`config.mk`:
```
export PLATFORM = sky130hd
export DESIGN_NAME = gpio_irq_ctrl
export DESIGN_NICKNAME = d
export VERILOG_FILES = /design/src/rtl/gpio_irq_pkg.sv /design/src/rtl/gpio_irq_filter.sv /design/src/rtl/gpio_irq_port.sv /design/src/rtl/gpio_irq_ctrl.sv
export SDC_FILE = /design/constraint.sdc
export NUM_CORES = 1
export LEC_CHECK = 0
export BUFFER_PORTS_ARGS = -buffer_cell sky130_fd_sc_hd__buf_4
export CAP_MARGIN = 20
export CORE_AREA = 5 5 160 192
export DETAILED_ROUTE_END_ITERATION = 8
export DIE_AREA = 0 0 165 197
export PLACE_DENSITY = 0.71
export RECOVER_POWER = 100
export SETUP_SLACK_MARGIN = 0.05
export SYNTH_ARGS = -nofsm -noshare
export SYNTH_HDL_FRONTEND = slang
export SYNTH_HIERARCHICAL = 1
export SYNTH_SLANG_ARGS = --single-unit
```
`constraint.sdc`:
```
create_clock -name clk -period 2.9 [get_ports clk]
set_clock_uncertainty 0.05 [all_clocks]
set_input_delay 0.145 -clock clk [delete_from_list [all_inputs] [get_ports clk]]
set_output_delay 0.145 -clock clk [all_outputs]
set_load 0.02 [all_outputs]
```
`src/rtl/gpio_irq_pkg.sv`:
```
package gpio_irq_pkg;
    localparam int NPORT = 3;

    // Index 0 = port A, 1 = port B, 2 = port F.
    localparam logic [7:0] OFS_MODE [NPORT] = '{8'h90, 8'hAC, 8'h4C};
    localparam logic [7:0] OFS_POL  [NPORT] = '{8'h94, 8'hB0, 8'h50};
    localparam logic [7:0] OFS_ACK  [NPORT] = '{8'h98, 8'hB4, 8'h54};
    localparam logic [7:0] OFS_EN   [NPORT] = '{8'h9C, 8'hB8, 8'h58};
    localparam logic [7:0] OFS_STAT [NPORT] = '{8'hA0, 8'hBC, 8'h5C};
    localparam logic [7:0] OFS_DB   [NPORT] = '{8'hA8, 8'hC4, 8'h64};

    typedef struct packed {
        logic mode;
        logic pol;
        logic ack;
        logic en;
        logic db;
    } port_wr_t;
endpackage

```
`src/rtl/gpio_irq_filter.sv`:
```
module gpio_irq_filter #(
    parameter int W         = 8,
    parameter int DB_CYCLES = 8
) (
    input  logic         clk,
    input  logic         rst_n,
    input  logic [W-1:0] pin_i,
    input  logic [W-1:0] db_sel,
    output logic [W-1:0] pin_o
);
    localparam int CW = $clog2(DB_CYCLES + 1);
    localparam logic [CW-1:0] CNT_LAST = CW'(DB_CYCLES - 1);

    typedef struct packed {
        logic [W-1:0]         s1;
        logic [W-1:0]         s2;
        logic [W-1:0]         deb;
        logic [W-1:0][CW-1:0] cnt;
    } filt_t;

    filt_t st_q, st_d;

    always_comb begin
        st_d    = st_q;
        st_d.s1 = pin_i;
        st_d.s2 = st_q.s1;
        for (int k = 0; k < W; k++) begin
            if (st_q.s2[k] == st_q.deb[k]) begin
                st_d.cnt[k] = '0;
            end else if (st_q.cnt[k] == CNT_LAST) begin
                st_d.deb[k] = st_q.s2[k];
                st_d.cnt[k] = '0;
            end else begin
                st_d.cnt[k] = st_q.cnt[k] + 1'b1;
            end
        end
    end

    always_ff @(posedge clk or negedge rst_n) begin
        if (!rst_n) st_q <= '0;
        else        st_q <= st_d;
    end

    assign pin_o = (db_sel & st_q.deb) | (~db_sel & st_q.s2);
endmodule

```
`src/rtl/gpio_irq_port.sv`:
```
module gpio_irq_port
    import gpio_irq_pkg::*;
#(
    parameter int W         = 8,
    parameter int DB_CYCLES = 8
) (
    input  logic         clk,
    input  logic         rst_n,
    input  logic [W-1:0] pin_i,
    input  port_wr_t     wr,
    input  logic [W-1:0] wdata,
    output logic [W-1:0] mode_o,
    output logic [W-1:0] pol_o,
    output logic [W-1:0] en_o,
    output logic [W-1:0] db_o,
    output logic [W-1:0] status_o
);
    typedef struct packed {
        logic [W-1:0] mode;
        logic [W-1:0] pol;
        logic [W-1:0] en;
        logic [W-1:0] db;
        logic [W-1:0] prev;
        logic [W-1:0] lat;
    } port_st_t;

    port_st_t st_q, st_d;
    logic [W-1:0] pin_f;
    logic [W-1:0] edge_hit;
    logic [W-1:0] ack_mask;

    gpio_irq_filter #(.W(W), .DB_CYCLES(DB_CYCLES)) u_filt (
        .clk    (clk),
        .rst_n  (rst_n),
        .pin_i  (pin_i),
        .db_sel (st_q.db),
        .pin_o  (pin_f)
    );

    always_comb begin
        st_d      = st_q;
        edge_hit  = (pin_f & ~st_q.prev & st_q.pol) | (~pin_f & st_q.prev & ~st_q.pol);
        ack_mask  = wr.ack ? wdata : '0;
        if (wr.mode) st_d.mode = wdata;
        if (wr.pol)  st_d.pol  = wdata;
        if (wr.en)   st_d.en   = wdata;
        if (wr.db)   st_d.db   = wdata;
        st_d.prev = pin_f;
        st_d.lat  = st_q.en & st_q.mode & ((st_q.lat & ~ack_mask) | edge_hit);
    end

    always_ff @(posedge clk or negedge rst_n) begin
        if (!rst_n) st_q <= '0;
        else        st_q <= st_d;
    end

    assign mode_o   = st_q.mode;
    assign pol_o    = st_q.pol;
    assign en_o     = st_q.en;
    assign db_o     = st_q.db;
    assign status_o = st_q.en & ((st_q.mode & st_q.lat) |
                                 (~st_q.mode & ~(pin_f ^ st_q.pol)));
endmodule

```
`src/rtl/gpio_irq_ctrl.sv`:
```
module gpio_irq_ctrl
    import gpio_irq_pkg::*;
#(
    parameter int PORT_W    = 8,
    parameter int DB_CYCLES = 8
) (
    input  logic              clk,
    input  logic              rst_n,
    input  logic [7:0]        bus_addr,
    input  logic              bus_wr,
    input  logic [PORT_W-1:0] bus_wdata,
    output logic [PORT_W-1:0] bus_rdata,
    input  logic [PORT_W-1:0] pin_a,
    input  logic [PORT_W-1:0] pin_b,
    input  logic [PORT_W-1:0] pin_f,
    output logic              irq_ab,
    output logic [PORT_W-1:0] irq_f
);
    logic [NPORT-1:0][PORT_W-1:0] pins;
    logic [NPORT-1:0][PORT_W-1:0] port_status;
    logic [NPORT-1:0][PORT_W-1:0] port_mode;
    logic [NPORT-1:0][PORT_W-1:0] port_pol;
    logic [NPORT-1:0][PORT_W-1:0] port_en;
    logic [NPORT-1:0][PORT_W-1:0] port_db;

    assign pins[0] = pin_a;
    assign pins[1] = pin_b;
    assign pins[2] = pin_f;

    for (genvar p = 0; p < NPORT; p++) begin : g_port
        port_wr_t wr;
        assign wr.mode = bus_wr && (bus_addr == OFS_MODE[p]);
        assign wr.pol  = bus_wr && (bus_addr == OFS_POL[p]);
        assign wr.ack  = bus_wr && (bus_addr == OFS_ACK[p]);
        assign wr.en   = bus_wr && (bus_addr == OFS_EN[p]);
        assign wr.db   = bus_wr && (bus_addr == OFS_DB[p]);

        gpio_irq_port #(.W(PORT_W), .DB_CYCLES(DB_CYCLES)) u_port (
            .clk      (clk),
            .rst_n    (rst_n),
            .pin_i    (pins[p]),
            .wr       (wr),
            .wdata    (bus_wdata),
            .mode_o   (port_mode[p]),
            .pol_o    (port_pol[p]),
            .en_o     (port_en[p]),
            .db_o     (port_db[p]),
            .status_o (port_status[p])
        );
    end

    always_comb begin
        bus_rdata = '0;
        for (int p = 0; p < NPORT; p++) begin
            if (bus_addr == OFS_MODE[p]) bus_rdata = port_mode[p];
            if (bus_addr == OFS_POL[p])  bus_rdata = port_pol[p];
            if (bus_addr == OFS_EN[p])   bus_rdata = port_en[p];
            if (bus_addr == OFS_DB[p])   bus_rdata = port_db[p];
            if (bus_addr == OFS_STAT[p]) bus_rdata = port_status[p];
        end
    end

    assign irq_ab = (|port_status[0]) | (|port_status[1]);
    assign irq_f  = port_status[2];
endmodule

```
==> metrics.cfg <==
[status]
status=finished, final reports clean

[power]
power-per-cell-area_nw_per_um2=682
power.total_w=0.0117
peakVddDrop_mv=0.471
p_leak_nw=7.89

[yosys]
syn-cell-area_um2=15500
syn_nets=1458
synth_top_area_share_pct=50.5
synth-seq-cells=312
synth_seq_area_share_pct=50.5
async_flop_share_pct=100
synthFlopType=dfrtp_1
yosys.area.top_type=dfrtp_1
ys_warn_count=6
synth_cells=1391
postSynthAreaPerCell_um2=11.1
netlist_top_cells_area=dfrtp_1 (51%), mux2_2 (9.0%), buf_4 (4.9%)
synth_cell_types=76
synth-edff-count=0

[cells_and_area]
fin_nets=1501
regArea_um2=7810
syn_to_final_growth_pct=11.2
fillers=2413
finalNonFillerCells=1841
final_common_cell=dfrtp_1
diodes=0
drive_above_1_share_pct=22.9
final_cell_mix=dfrtp_1 (312), nand2_1 (155), nor2_1 (145), mux2_2 (115), buf_4 (75)
multi_input_area_um2=6610

[grt]
grt-ovfl-total=0
grt_max_degree=105
antenna_found_initial=2
grt_pass1_wl_mm=57.0
grtUsageTotal_pct=22.0
grt_pass1_vias=10651

[cts]
cts_sinks=312
htree_num_levels=2
cts_tree=yes
clock_path_buffers=3
cts_made_buffers=34
clk_pin_slew_worst_paths_ns=0.06
clock_latency_ns=0.50
cts_root_buf=clkbuf_16

[detailed_routing]
drt_iter0_drc=957
routedWlPerCell_um=18.9
dr_total_vias=10395
ant_nets=0
viasPerCell=5.65
first_pass_iters=5
drc=0
wl_mm=34.7

[floorplan]
rows=68
die_w_um=165
dieArea_um2=32500
die_y_um=197
start_util_pct=54.1
core_um2=28600
io_pins=60

[worst_hold_path]
hp-class=primary input to flip-flop

[critical_path]
cp_max_fo=4
end_kind=output pin
cp-start-kind=flip-flop
cp.required_ns=2.71
critPathArrivalTime_ns=2.68
path_class=flip-flop to output pin

[timing]
period_share_pct=99.0
setup_ws_ns=0.0284
relSlewSlack_pct=6.66
slew_violations=0
final.setup.tns_ns=0
finalHoldViolCount=0
setup_viol=0
fin_crit_ns=2.87
rsz0062_at_grt=yes
max_freq_mhz=348
fin_hold_ws_ns=0.0255
tightest_slew_ns=1.40

[placement]
dp_cells=1737
gp_routability_congestion=1.01
dpl_worst_slack_ns=0.391
port_buffers=59
dpl.hpwl_mm=24.7

[job]
drv_cap=0

==> area by class of cell <==
class	count	share of cell area (%)
Inverter	7	0.153
Timing Repair Buffer	140	6.48
Multi-Input combinational cell	939	38.5
Clock buffer	49	6.00
Tap cell	385	2.80
Clock inverter	9	0.612
Sequential cell	312	45.5
==> worst paths after layout <==
| kind | from | end | slack, ns | cells after the start |
|---|---|---|---|---|
| setup / recovery | g_port[0].u_port/db_o[4] | bus_rdata[4] | 0.03 | 10 |
| max in group asynchronous | rst_n | g_port[0].u_port/st_q[14] | 0.58 | 3 |
| min in group asynchronous | rst_n | g_port[2].u_port/u_filt/st_q[22] | 0.44 | 2 |
| setup reg to reg | g_port[2].u_port/db_o[6] | g_port[2].u_port/st_q[6] | 1.50 | 4 |
| hold / removal | bus_wdata[4] | g_port[0].u_port/pol_o[4] | 0.03 | 2 |
| hold reg to reg | g_port[0].u_port/u_filt/st_d[40] | g_port[0].u_port/u_filt/st_q[40] | 0.29 | 0 |
==> state kept, by name (all words and copies together) (netlist names) <==
register,count
g_port.u_port/u_filt/st_q,144
g_port.u_port/mode_o,24
g_port.u_port/en_o,24
g_port.u_port/pol_o,24
g_port.u_port/db_o,24
g_port.u_port/st_q,48
g_port.u_port/u_filt/st_d,24
==> synthesized netlist by cell type (25+ instances only) <==
cell / count
nor2b_1: 28
nor3_1: 29
nor2_1: 121
a21oi_1: 42
and2_1: 25
mux2_2: 123
xnor2_1: 48
nand2_1: 155
buf_4: 101
nand3_1: 29
nor2_2: 26
mux2i_1: 28
dfrtp_1: 312
o21ai_0: 27
==> logic make-up after synthesis <==
group,synth area share (%)
compound gates,7.55
xor+xnor,4.08
fa+ha+maj,1.94
buf+inv,6.70
flops,50.5
mux,13.1
simple gates,16.1
==> report_power, final <==
part | switching [W] | internal [W]
clock | 0.00167 | 0.00265
combinational | 0.000903 | 0.000926
sequential | 0.000561 | 0.00502
total | 0.00313 | 0.00859
==> routing by layer <==
| metal | vias to the layer above | GRT usage, % | share of wire, % |
|---|---|---|---|
| met5 | - | 0 | 0.058 |
| met4 | 4 | 7.55 | 3.4 |
| met3 | 101 | 5.10 | 7.2 |
| met2 | 309 | 36.0 | 48 |
| met1 | 5133 | 29.0 | 42 |
| li1 | 4848 | - | - |
==> worst max-delay path, cell delays in order, from the launching register on <==
cell and delay (ns):
dfrtp_1 0.40, mux2_4 0.34, xor2_2 0.15, o21ai_1 0.14
and2_4 0.18, nor2b_4 0.13, o32ai_1 0.07, a41oi_1 0.24
o21ai_1 0.14, a21oi_2 0.24, buf_6 0.15
==> per-stage QoR <==
step                      instance area [µm²]  utilization (%)
after global routing                    17200             60.1
after global placement                  15700             54.8
after detailed placement                15700             54.8
final                                   17200             60.1
after floorplan                         15500                -
after CTS                               17200             60.3
==> what timing repair did <==
item / CTS / global route
setup buffers: 10 / 7
endpoints found under the setup margin: 6 / 8
resized for setup: 20 / 29
endpoints found under the hold margin: 162 / 0
hold buffers: 29 / 0
pin swaps: 16 / 14
(Power assumes the default switching activity.)
